### src/rtl/epc_pkg.sv
package epc_pkg;

    typedef enum logic [1:0] {
        MODE_OFF = 2'd0,
        MODE_OVS = 2'd1,
        MODE_EXT = 2'd2,
        MODE_RSV = 2'd3
    } mode_e;

    typedef struct packed {
        logic  sec_dir;
        logic  down;
        logic  invert;
        logic  filt;
        mode_e mode;
    } ctrl_t;

    localparam int CTRL_W = $bits(ctrl_t);

    localparam logic [1:0] ADDR_CTRL  = 2'd0;
    localparam logic [1:0] ADDR_CNT   = 2'd1;
    localparam logic [1:0] ADDR_TOP   = 2'd2;
    localparam logic [1:0] ADDR_FLAGS = 2'd3;

endpackage

### src/rtl/epc_sync.sv
module epc_sync #(
    parameter int W      = 2,
    parameter int STAGES = 2
) (
    input  logic         clk,
    input  logic         rst_n,
    input  logic [W-1:0] din,
    output logic [W-1:0] dout
);
    logic [W-1:0] stage_q [STAGES];

    always_ff @(posedge clk or negedge rst_n) begin
        if (!rst_n) begin
            for (int i = 0; i < STAGES; i++) stage_q[i] <= '0;
        end else begin
            stage_q[0] <= din;
            for (int i = 1; i < STAGES; i++) stage_q[i] <= stage_q[i-1];
        end
    end

    assign dout = stage_q[STAGES-1];
endmodule

### src/rtl/epc_filter.sv
module epc_filter #(
    parameter int LEN = 5
) (
    input  logic clk,
    input  logic rst_n,
    input  logic in_lvl,
    output logic out_lvl
);
    localparam int CW = $clog2(LEN + 1);

    typedef struct packed {
        logic          lvl;
        logic [CW-1:0] run;
    } filt_st_t;

    filt_st_t q, d;

    always_comb begin
        d = q;
        if (in_lvl == q.lvl) begin
            d.run = '0;
        end else if (q.run == CW'(LEN - 1)) begin
            d.lvl = in_lvl;
            d.run = '0;
        end else begin
            d.run = q.run + 1'b1;
        end
    end

    always_ff @(posedge clk or negedge rst_n) begin
        if (!rst_n) q <= '0;
        else        q <= d;
    end

    assign out_lvl = q.lvl;

    // output never moves while the input agrees with it
    a_r8_filter_hold: assert property (@(posedge clk) disable iff (!rst_n)
        (in_lvl == q.lvl) |=> $stable(q.lvl));
endmodule

### src/rtl/edge_pulse_counter.sv
module edge_pulse_counter
    import epc_pkg::*;
#(
    parameter int CNT_W    = 16,
    parameter int FILT_LEN = 5
) (
    input  logic             clk,
    input  logic             rst_n,
    input  logic             pin_s0,
    input  logic             pin_s1,
    input  logic             wr_en,
    input  logic [1:0]       wr_addr,
    input  logic [CNT_W-1:0] wr_data,
    input  logic [1:0]       rd_addr,
    output logic [CNT_W-1:0] rd_data,
    output logic             ovf_flag,
    output logic             unf_flag
);
    typedef struct packed {
        ctrl_t            ctrl;
        logic [CNT_W-1:0] cnt;
        logic [CNT_W-1:0] top;
        logic [CNT_W-1:0] top_buf;
        logic             prev;
        logic             ovf;
        logic             unf;
    } st_t;

    st_t q, d;

    logic [1:0] sync_out;
    logic       s0_sync, s1_sync, s0_filt;

    epc_sync #(.W(2), .STAGES(2)) u_sync (
        .clk  (clk),
        .rst_n(rst_n),
        .din  ({pin_s1, pin_s0}),
        .dout (sync_out)
    );
    assign s0_sync = sync_out[0];
    assign s1_sync = sync_out[1];

    epc_filter #(.LEN(FILT_LEN)) u_filt (
        .clk    (clk),
        .rst_n  (rst_n),
        .in_lvl (s0_sync),
        .out_lvl(s0_filt)
    );

    ctrl_t new_ctrl;
    logic  ctrl_wr, active, lvl, new_lvl, edge_hit, count_up;

    assign new_ctrl = ctrl_t'(wr_data[CTRL_W-1:0]);
    assign ctrl_wr  = wr_en && (wr_addr == ADDR_CTRL);
    assign active   = (q.ctrl.mode == MODE_OVS) || (q.ctrl.mode == MODE_EXT);

    always_comb begin
        if (q.ctrl.mode == MODE_EXT) lvl = s0_sync;
        else lvl = (q.ctrl.filt ? s0_filt : s0_sync) ^ q.ctrl.invert;
        if (new_ctrl.mode == MODE_EXT) new_lvl = s0_sync;
        else new_lvl = (new_ctrl.filt ? s0_filt : s0_sync) ^ new_ctrl.invert;
    end

    assign edge_hit = active && lvl && !q.prev && !ctrl_wr;
    assign count_up = !q.ctrl.down ^ (q.ctrl.sec_dir && !s1_sync);

    always_comb begin
        d      = q;
        d.prev = ctrl_wr ? new_lvl : lvl;

        if (wr_en && wr_addr == ADDR_TOP) d.top_buf = wr_data;
        if (!active) d.top = q.top_buf;

        if (wr_en && wr_addr == ADDR_FLAGS) begin
            if (wr_data[0]) d.ovf = 1'b0;
            if (wr_data[1]) d.unf = 1'b0;
        end

        if (edge_hit) begin
            if (count_up) begin
                if (q.cnt == q.top) begin
                    d.cnt = '0;
                    d.top = q.top_buf;
                    d.ovf = 1'b1;
                end else begin
                    d.cnt = q.cnt + 1'b1;
                end
            end else begin
                if (q.cnt == '0) begin
                    d.cnt = q.top_buf;
                    d.top = q.top_buf;
                    d.unf = 1'b1;
                end else begin
                    d.cnt = q.cnt - 1'b1;
                end
            end
        end

        if (ctrl_wr) begin
            d.ctrl = new_ctrl;
            d.cnt  = '0;
        end
    end

    always_ff @(posedge clk or negedge rst_n) begin
        if (!rst_n) begin
            q         <= '0;
            q.top     <= '1;
            q.top_buf <= '1;
        end else begin
            q <= d;
        end
    end

    always_comb begin
        case (rd_addr)
            ADDR_CTRL: rd_data = CNT_W'(q.ctrl);
            ADDR_CNT:  rd_data = q.cnt;
            ADDR_TOP:  rd_data = q.top;
            default:   rd_data = CNT_W'({q.unf, q.ovf});
        endcase
    end

    assign ovf_flag = q.ovf;
    assign unf_flag = q.unf;

    // a fresh overflow leaves the counter at zero
    a_r9_ovf_wrap: assert property (@(posedge clk) disable iff (!rst_n)
        $rose(ovf_flag) |-> (q.cnt == '0));

    // a fresh underflow leaves the counter at the active top
    a_r10_unf_load: assert property (@(posedge clk) disable iff (!rst_n)
        $rose(unf_flag) |-> (q.cnt == q.top));

    // an idle counter holds its value unless control is written
    a_r2_idle_hold: assert property (@(posedge clk) disable iff (!rst_n)
        (!active && !ctrl_wr) |=> $stable(q.cnt));

    // while counting, the active top moves only on a counted edge
    a_r12_top_hold: assert property (@(posedge clk) disable iff (!rst_n)
        (active && !edge_hit) |=> $stable(q.top));
endmodule

### config.mk
export PLATFORM = sky130hd
export DESIGN_NAME = edge_pulse_counter
export DESIGN_NICKNAME = d
export VERILOG_FILES = /design/src/rtl/epc_pkg.sv /design/src/rtl/epc_sync.sv /design/src/rtl/epc_filter.sv /design/src/rtl/edge_pulse_counter.sv
export SDC_FILE = /design/constraint.sdc
export NUM_CORES = 1
export LEC_CHECK = 0
export BUFFER_PORTS_ARGS = -buffer_cell sky130_fd_sc_hd__buf_4
export CAP_MARGIN = 10
export CORE_MARGIN = 1
export CORE_UTILIZATION = 30
export DETAILED_ROUTE_END_ITERATION = 8
export MAX_ROUTING_LAYER = met4
export PLACE_DENSITY_LB_ADDON = 0.25
export SETUP_SLACK_MARGIN = 0.02
export SLEW_MARGIN = 20
export SYNTH_ARGS = -nofsm -noshare
export SYNTH_HDL_FRONTEND = slang
export SYNTH_SLANG_ARGS = --single-unit
### constraint.sdc
create_clock -name clk -period 3.15 [get_ports clk]
set_input_delay 0.63 -clock clk [delete_from_list [all_inputs] [get_ports clk]]
set_output_delay 0.63 -clock clk [all_outputs]
set_load 0.005 [all_outputs]
==> metrics, run 1 <==
share of cells above drive strength 1 37.0%; largest family of logic cells by synthesized area simple AND/OR/NAND/NOR gates; RSZ-0062 raised after global routing false; power per cell area ~950 mW/mm2; Top Ports between 40 and 50; worst hold path class register to register; Synth Cell Area 0.00409 mm2; status completed; Setup crit start kind register; slew margin rel. 40.1%; post-synthesis adder-cell area fraction 1.53%; core area roughly 0.013 mm2; Worst-path clk slew 0.05 ns; Initial DRC Count 270; Synth Area in Compound Gates 15.2%; Slew @ Worst Pin ~0.90 ns; placed insts 587; Mapped Cells approximately 390; GR Overflow Total 0; fraction of the mapped netlist area in simple logic gates 16.1%; routed wire length per instance 17.6 um; leakage 1.96 nW; most frequent cell after synthesis dfrtp_1; cts bufs inserted 9; Root Buffer clkbuf_16; Total GRT Usage 17.0%; Post-Place Worst Slack 0.378 ns; Max Cap Viol 0; Inserted Diodes 0; Post-synth EDFFs 0; post-synthesis async set-or-reset flop share 100%; die height 119 um; final setup margin 0.337 ns; Setup Fix Bufs, Post-CTS 0; synthesis warning total 0; GPL Wtd Cong a little under 0.9; Worst setup EP type register; pin count of the biggest net entering global routing 66; Final Hold Fails 0; min Tclk post-route 2.81 ns; clock sink count 65; clk_lat worst skew 0.33 ns; die width 119 um; Mapped Avg Cell Area 10.6 um2; arrival time of the worst setup path 3.01 ns; Synth Register Bits 65; Port Buffers 42; area leader, netlist dfstp_2; first-pass GRT wire length approximately 18 mm; Synth top area share 20.6%; Critical Path RT 3.34 ns; overall power 4.60 mW; number of gates resized after cts 0; crit path max fanout 16; Synth cell types 63; # hold bufs at CTS 0; CTS tree built; mux cell area share after synthesis around 14%; Area Growth Syn to Fin 18.6%; antenna-violating nets left 0; Max VDD drop 0.000432 V; TNS Setup 0 ns; register area share after synthesis approximately two fifths; # nets final 452; DRT Wirelength 10.6 mm; Net Count, Synth 417; CTS Buffer Depth 2; Non-Filler Instances about 600; H-tree levels 3; HPWL Detailed 7.65 mm; Final setup viols 0; Tcrit/Tclk final roughly 89%; Slew Limit Fails 0; FP Rows 42; Fmax approximately 360 MHz; XOR/XNOR share of the synthesized area just over 7%; initial antenna violation count 0; DR DRC count 0; critical path class register to register; # fillers 1335; Die Area 0.0141 mm2; vias in the first global route 3237; via count 3151; Pre-antenna DRT Iters 4; Clock Skew 0.00689 ns; Primary FF master, synth dfrtp_1; top cells by count, synth dfrtp_1, dfstp_2, nand2_1; vias per inst 5.23; Synth area leaders dfstp_2, dfrtp_1, mux2_2; Initial Utilization 30.9%
[cell usage in the layout (no fill, tap or decap), types with 3 or more instances in the layout]
cell and instances:
o21ai_0 20, nand2_1 32, nor2_1 17, nand3_1 13, nand2b_1 3, xnor2_1 28, or3_1 3, nor3_1 5
mux2i_1 7, nor4_1 5, nor3b_1 4, o211ai_1 7, a31oi_1 4, mux2_4 10, nor2b_1 4, a22o_1 12
a2bb2oi_1 5, nand4_1 10, clkbuf_16 9, buf_4 54, dfstp_2 32, o2111ai_1 3, ha_1 5, inv_1 12
o31ai_1 4, dfrtp_1 33, mux2_2 28, o21ai_1 4, a21oi_1 5
[metal layers]
layer | wire (um) | track usage (%) | up-vias
li1 | - | - | 1486
met3 | 356 | 2.46 | 14
met1 | 5090 | 22.4 | 1576
met2 | 5010 | 26.1 | 75
met5 | 0 | - | -
met4 | 184 | 7.28 | 0
[worst max-delay path: stages, from the launching register on]
cell and delay, ns:
dfrtp_1 0.48, inv_1 0.10, ha_1 0.22, or4b_4 0.52
nor4_4 0.31, nand4_2 0.47, or2_0 0.37, a21oi_1 0.14
a211oi_1 0.06
[power breakdown]
part           switching [mW]  internal [mW]
logic                   0.972          0.988
registers               0.416           1.22
clock network           0.379          0.633
[flip-flops by register name (all words and copies together), names as in the netlist]
register        cells
q                  55
u_filt.q            3
u_sync.dout         2
u_sync.stage_q      2
ovf_flag            1
u_filt.out_lvl      1
unf_flag            1
[through the flow]
| step | cell area (um2) | hold slack [ns] | util, % |
|---|---|---|---|
| after CTS | 4850 | 0.348 | 36.6 |
| after global routing | 4850 | 0.354 | 36.6 |
| final | 4850 | 0.347 | 36.6 |
| after floorplan | 4090 | 0.331 | - |
| after detailed placement | 4550 | 0.336 | 34.4 |
| after global placement | 4550 | 0.337 | 34.4 |
[final cells by class]
class                   count  area (um2)  area share, %
multi-input cells         280        2210           45.7
flip-flops and latches     65        1670           34.4
repair buffers             54         405           8.36
clock buffers              11         243           5.01
well taps                 176         220           4.54
clock inverters             5        55.1           1.14
inverters                  12        45.0          0.929
[final timing paths]
kind                              startpoint             end  slack (ns)  cells past startpoint
hold / removal             u_sync.stage_q[2]  u_sync.dout[0]        0.35                      0
setup reg to reg                       q[35]           q[35]        0.34                      8
hold reg to reg            u_sync.stage_q[2]  u_sync.dout[0]        0.35                      0
min in group asynchronous              rst_n           q[44]        0.40                      1
setup / recovery                       q[35]           q[35]        0.34                      8
max in group asynchronous              rst_n            q[2]        2.19                      1
[cell families (layout without fill, tap and decap cells)]
| logic type | after synthesis | after routing |
|---|---|---|
| AND/OR/NAND/NOR | 115 | 115 |
| AO/OA/AOI/OAI | 82 | 82 |
| flip-flops | 65 | 65 |
| multiplexers | 47 | 47 |
| buffers and inverters | 42 | 82 |
| XOR/XNOR | 31 | 31 |
| adder cells (fa/ha/maj) | 5 | 5 |
Note: power is estimated with default switching activity, not from simulation.
==> inputs of run 2 (changes only) <==
--- a/config.mk
+++ b/config.mk
@@ -5,6 +5,7 @@
 export SDC_FILE = /design/constraint.sdc
 export NUM_CORES = 1
 export LEC_CHECK = 0
+export ABC_AREA = 1
 export BUFFER_PORTS_ARGS = -buffer_cell sky130_fd_sc_hd__buf_4
 export CAP_MARGIN = 10
 export CORE_MARGIN = 1
==> metrics, run 2 <==
first-pass GRT wire length 21.2 mm (+17%); mux cell area share after synthesis 0% (-14 points); # hold bufs at CTS 0 (unchanged); CTS Buffer Depth 2 (unchanged); Tcrit/Tclk final 75.3% (-14 points); critical path class input port to output pin; placed insts 900 (+53%); most frequent cells in the layout nand2_1, inv_1, nor2_1; hold_sp u_sync.stage_q[2]; # nets final 757 (+67%); CP bufs+invs 3 (+2); Biggest register q; Pre-antenna DRT Iters 5 (+1); Max VDD drop 0.000413 V (-4.3%); die width 125 um (+4.9%); P_sw 2.16 mW (+22%); finished layout cell area 0.00529 mm2 (+9.0%); worst hold path class register to register; Synth Cell Area 0.00450 mm2 (+10%); post-synthesis adder-cell area fraction 1.39% (-0.14 points); clk_lat worst skew 0.34 ns (about the same); top cells by count, synth nand2_1, inv_1, nor2_1; H-tree levels 3 (unchanged); fraction of the mapped netlist area in simple logic gates 36.2% (+20 points); Total GRT Usage 18.1% (+1.1 points); Mapped Cells 696 (+80%); Reg-to-Reg Start q[35]; clock sink count 65 (unchanged); Synth cell types 29 (-54%); TNS Setup 0 ns (unchanged); Primary FF master, synth dfrtp_1; Worst-path clk slew 0.06 ns (about the same); Largest register FFs 55 (unchanged); Synth Area in Compound Gates 11.0% (-4.1 points); Clk network pwr share 24.5% (+2.5 points); synthesis warning total 0 (unchanged); post-synthesis async set-or-reset flop share 100% (unchanged); largest family of logic cells by synthesized area simple AND/OR/NAND/NOR gates; Worst path slowest cell o22ai_1; crit path max fanout 16 (unchanged); initial antenna violation count 0 (unchanged); GR Overflow Total 0 (unchanged); Final setup viols 0 (unchanged); area post-placement 0.00493 mm2 (+8.4%); Initial Utilization 30.9% (about the same); Worst Setup SP rd_addr[1]; Slew Limit Fails 0 (unchanged); XOR/XNOR share of the synthesized area 2.33% (-4.8 points); Critical Path RT 2.52 ns (-0.82 ns); most frequent cell after synthesis nand2_1; die height 125 um (+4.9%); delay-heaviest family, CP compound AO/OA/AOI/OAI gates; Hold Path Stages 0 (unchanged); final setup margin 0.777 ns (+0.441 ns); CTS tree built; Clock Skew 0.00833 ns (+0.00144 ns); vias per inst 4.69 (-10%); biggest regs q x55, u_filt.q x3; RSZ-0062 raised after global routing false; Reg2Reg Depth 10 (+2); DRT Wirelength 13.1 mm (+23%); R2R setup slack 0.88 ns (+0.54 ns); Final Hold Fails 0 (unchanged); worst r2r dst q[44]; Synth top area share 19.8% (-0.81 points); Synth Register Bits 65 (unchanged); Port Buffers 42 (unchanged); net switching share of the total power 44.2% (+5.8 points); number of gates resized after cts 0 (unchanged); pin count of the biggest net entering global routing 66 (unchanged); slew margin rel. 44.1% (+3.9 points); Reg power frac 31.5% (-3.9 points); Max Cap Viol 0 (unchanged); Root Buffer clkbuf_16; Die Area 0.0155 mm2 (+10%); GPL Wtd Cong 0.851 (-4.2%); Mapped Avg Cell Area 6.47 um2 (-39%); routed wire length per instance 14.3 um (-19%); commonest non-fill, non-tap cell in the layout nand2_1; Post-synth EDFFs 0 (unchanged); FP Rows 44 (+4.8%); cells along the critical path buf_4, inv_1, nand2_1, o22ai_1, buf_4; Setup crit start kind input port; power per cell area 924 mW/mm2 (-2.7%); status completed; Top Ports 43 (unchanged); Net Count, Synth 726 (+74%); Initial DRC Count 352 (+30%); Worst setup EP type output pin; combinational power share 44.0% (+1.4 points); Synth area leaders nand2_1, dfstp_2, dfrtp_1; share of cells above drive strength 1 15.7% (-21 points); HPWL Detailed 9.64 mm (+26%); Area Growth Syn to Fin 17.4%; cts bufs inserted 9 (unchanged); arrival time of the worst setup path 1.74 ns (-1.27 ns); internal power 2.73 mW (-3.8%); Slew @ Worst Pin 0.839 ns (-0.0563 ns); leakage 2.75 nW (+41%); antenna-violating nets left 0 (unchanged); min Tclk post-route 2.37 ns (-0.441 ns); DR DRC count 0 (unchanged); area leader, netlist nand2_1; core area 0.0146 mm2 (+10%); via count 4292 (+36%); CP most frequent cell buf_4; Setup Fix Bufs, Post-CTS 0 (unchanged); vias in the first global route 3950 (+22%); Fmax 421 MHz (+19%); Hold Path Sink u_sync.dout[0]; Non-Filler Instances 916 (+52%); CP max stage delay 0.41 ns (-0.11 ns); Post-Place Worst Slack 0.837 ns (+0.459 ns); Inserted Diodes 0 (unchanged); register area share after synthesis 37.0% (-3.8 points)
run 2: changes by cell type after synthesis, moves of 9 or more:
cell and delta:
a21oi_1 +17, o21ai_0 +26, buf_4 +10, inv_1 +81
o22ai_1 +9, mux2_2 -28, nand2_1 +205, nor2_1 +61
nand3_1 +31, inv_2 +9, mux2_4 -10, a22o_1 -12
xnor2_1 -26, nand4_1 +10
run 2: how the worst max path moves through the flow:
stage / endpoint / cells past startpoint
floorplan: rd_data[10] / 5
global placement: rd_data[6] / 5
detailed placement: rd_data[5] / 5
CTS: rd_data[6] / 5
global route: q[44] / 10
finish: rd_data[6] / 5
run 2: area by class of cell:
cell class / instances / area (um2)
timing repair buffer: 48 / 360
sequential: 65 / 1670
clock buffer: 10 / 239
inverter: 102 / 383
fill: 1558 / 9300
multi-input combinational: 501 / 2290
tap: 184 / 230
clock inverter: 6 / 113
run 2: cells by family (layout without fill, tap and decap cells):
kind of cell / after synthesis / after routing
simple gates: 394 / 394
flops: 65 / 65
compound gates: 90 / 90
fa+ha+maj: 5 / 5
xor+xnor: 12 / 12
buf+inv: 130 / 166
run 2: power groups by stage:
stage / Clock, mW / Combinational [mW] / Sequential [mW]
final: 1.20 / 2.15 / 1.54
after global routing: 1.26 / 2.48 / 1.59
after CTS: 1.22 / 2.15 / 1.53
after detailed placement: 0 / 2.14 / 1.54
after global placement: 0 / 2.14 / 1.54
after floorplan: 0 / 1.73 / 1.34
run 2: routing by layer:
layer / GRT usage, % / wire length, um / vias up
met5: - / 0 / -
met3: 2.36 / 536 / 15
met1: 25.0 / 6480 / 1927
li1: - / - / 2255
met2: 26.7 / 5830 / 95
met4: 6.95 / 231 / 0
run 2: metrics by stage:
stage / hold slack (ns) / power (mW) / util, %
after CTS: 0.357 / 4.89 / 36.2
after detailed placement: 0.344 / 3.68 / 33.8
after global placement: 0.331 / 3.68 / 33.8
after global routing: 0.360 / 5.32 / 36.2
after floorplan: 0.331 / 3.07 / -
final: 0.353 / 4.89 / 36.2
==> inputs of run 3 (changes only) <==
--- a/config.mk
+++ b/config.mk
@@ -5,7 +5,7 @@
 export SDC_FILE = /design/constraint.sdc
 export NUM_CORES = 1
 export LEC_CHECK = 0
-export ABC_AREA = 1
+export ABC_AREA = 0
 export BUFFER_PORTS_ARGS = -buffer_cell sky130_fd_sc_hd__buf_4
 export CAP_MARGIN = 10
 export CORE_MARGIN = 1
==> constraint.sdc (replaced) <==
create_clock -name clk -period 2.4 [get_ports clk]
set_input_delay 0.48 -clock clk [delete_from_list [all_inputs] [get_ports clk]]
set_output_delay 0.48 -clock clk [all_outputs]
set_load 0.005 [all_outputs]
==> metrics, run 3 (synthesis gave the netlist of run 1 again) <==
CTS Buffer Depth 2 (unchanged); crit path max fanout 8 (-8); area taken by multi-input logic gates 0.00225 mm2 (-2.1%); Tcrit/Tclk final 98.7%; Initial Utilization 30.9% (about the same); pin count of the biggest net entering global routing 66 (unchanged); most frequent cells in the layout buf_4, dfrtp_1, nand2_1, dfstp_2, mux2_2; die height 119 um (-4.6%); DRT Wirelength 11.3 mm (-14%); Slew @ Worst Pin 0.841 ns (+0.00195 ns); CTS tree built; power per cell area 1270 mW/mm2 (+37%); Initial DRC Count 247 (-30%); Die Area 0.0141 mm2 (-9.1%); Non-Filler Instances 632 (-31%); Critical Path RT 2.63 ns (+0.11 ns); critical path class register to register; core area 0.0132 mm2 (-9.2%); met2 wire len 5.32 mm (-8.7%); HPWL Detailed 8.30 mm (-14%); Biggest register q; routed wire length per instance 17.9 um (+25%); vias per inst 5.21 (+11%); # fillers 1310 (-16%); arrival time of the worst setup path 2.60 ns (+0.86 ns); Setup crit start kind register; Slew Limit Fails 0 (unchanged); Worst setup EP type register; cells along the critical path inv_1, ha_2, buf_4, nor4b_1, nand4_1, and2_2, nand3_1, o211ai_1, o311ai_2; Max VDD drop 0.000506 V (+22%); FF/Latch Area 0.00167 mm2 (unchanged); Final Hold Fails 0 (unchanged); # nets final 481 (-36%); antenna-violating nets left 0 (unchanged); CP max stage delay 0.38 ns (-0.03 ns); # hold bufs at CTS 0 (unchanged); length of routed wiring on met1 5.17 mm (-20%); min Tclk post-route 2.37 ns; RSZ-0062 raised after global routing true; clk_lat worst skew 0.33 ns (about the same); H-tree levels 3 (unchanged); routed wire length on met3 510 um (-4.9%); FP Rows 42 (-4.5%); clock sink count 65 (unchanged); leakage 2.12 nW (-23%); GPL Wtd Cong 0.886 (+4.1%); Root Buffer clkbuf_16; commonest non-fill, non-tap cell in the layout buf_4; placed insts 612 (-32%); Worst path slowest cell dfrtp_1; Worst-path clk slew 0.06 ns (about the same); via count 3295 (-23%); Top Ports 43 (unchanged); status completed; worst hold path class input port to register; Total GRT Usage 17.4% (-0.72 points); first-pass GRT wire length 18.4 mm (-13%); GR Overflow Total 0 (unchanged); Final setup viols 0 (unchanged); DR DRC count 0 (unchanged); slew margin rel. 44.0% (-0.13 points); vias in the first global route 3381 (-14%); Clock Skew 0.00904 ns (+0.000710 ns); cts bufs inserted 9 (unchanged); Fmax 422 MHz; share of cells above drive strength 1 41.7% (+26 points); Max Cap Viol 0 (unchanged); Hold WS 0.252 ns (-0.102 ns); Area Growth Syn to Fin 25.3%; die width 119 um (-4.6%); final core occ 38.7% (+2.4 points); DR top layer met4; Pre-antenna DRT Iters 4 (-1); TNS Setup 0 ns (unchanged); initial antenna violation count 0 (unchanged); Port Buffers 42 (unchanged); Inserted Diodes 0 (unchanged); Largest register FFs 55 (unchanged); biggest regs q x55, u_filt.q x3
-- run 3: path summary, 6_finish.rpt --
path / endpoint / start / slack, ns / cells past startpoint
max reg2reg: q[50] / q[35] / 0.03 / 9
max in group asynchronous: q[54] / rst_n / 1.60 / 1
max: q[50] / q[35] / 0.03 / 9
min in group asynchronous: q[47] / rst_n / 0.26 / 1
min: u_sync.stage_q[2] / pin_s0 / 0.25 / 1
min reg2reg: u_sync.dout[1] / u_sync.stage_q[3] / 0.35 / 0
-- run 3: through the flow --
step	area (um2)	total power, mW	setup WS (ns)
floorplan	4090	4.01	0.0731
global placement	4750	5.01	0.0196
detailed placement	4750	5.05	-0.0490
CTS	5060	6.41	0.0237
global route	5120	6.90	-0.188
finish	5120	6.49	0.0316
-- run 3: metal layers --
layer / GRT usage, % / vias to the layer above
met4: 6.72 / 0
met3: 3.43 / 22
met5: - / -
met1: 22.5 / 1651
met2: 26.7 / 85
li1: - / 1537
-- run 3: area by class of cell --
class	count	area share [%]
flip-flops and latches	65	32.5
multi-input cells	280	43.9
clock buffers	13	5.50
well taps	176	4.30
clock inverters	3	0.415
repair buffers	83	12.5
inverters	12	0.880
-- run 3: power breakdown --
group	switching, mW	internal, mW	total, mW
clock network	0.487	0.819	1.31
registers	0.387	1.60	1.99
logic	1.60	1.59	3.20
total	2.48	4.01	6.49
-- run 3: worst max-delay path, delay by kind of cell (launching register included) --
kind            cells  cell delay, ns
buf+inv             2            0.18
simple gates        4            1.14
compound gates      2            0.40
fa+ha+maj           1            0.17
flops               1            0.38
-- run 3: timing repair --
action	in CTS	in global routing
gates cloned	0	0
pin swaps	1	13
setup buffers	0	4
setup endpoints to repair	5	22
resized for setup	2	9
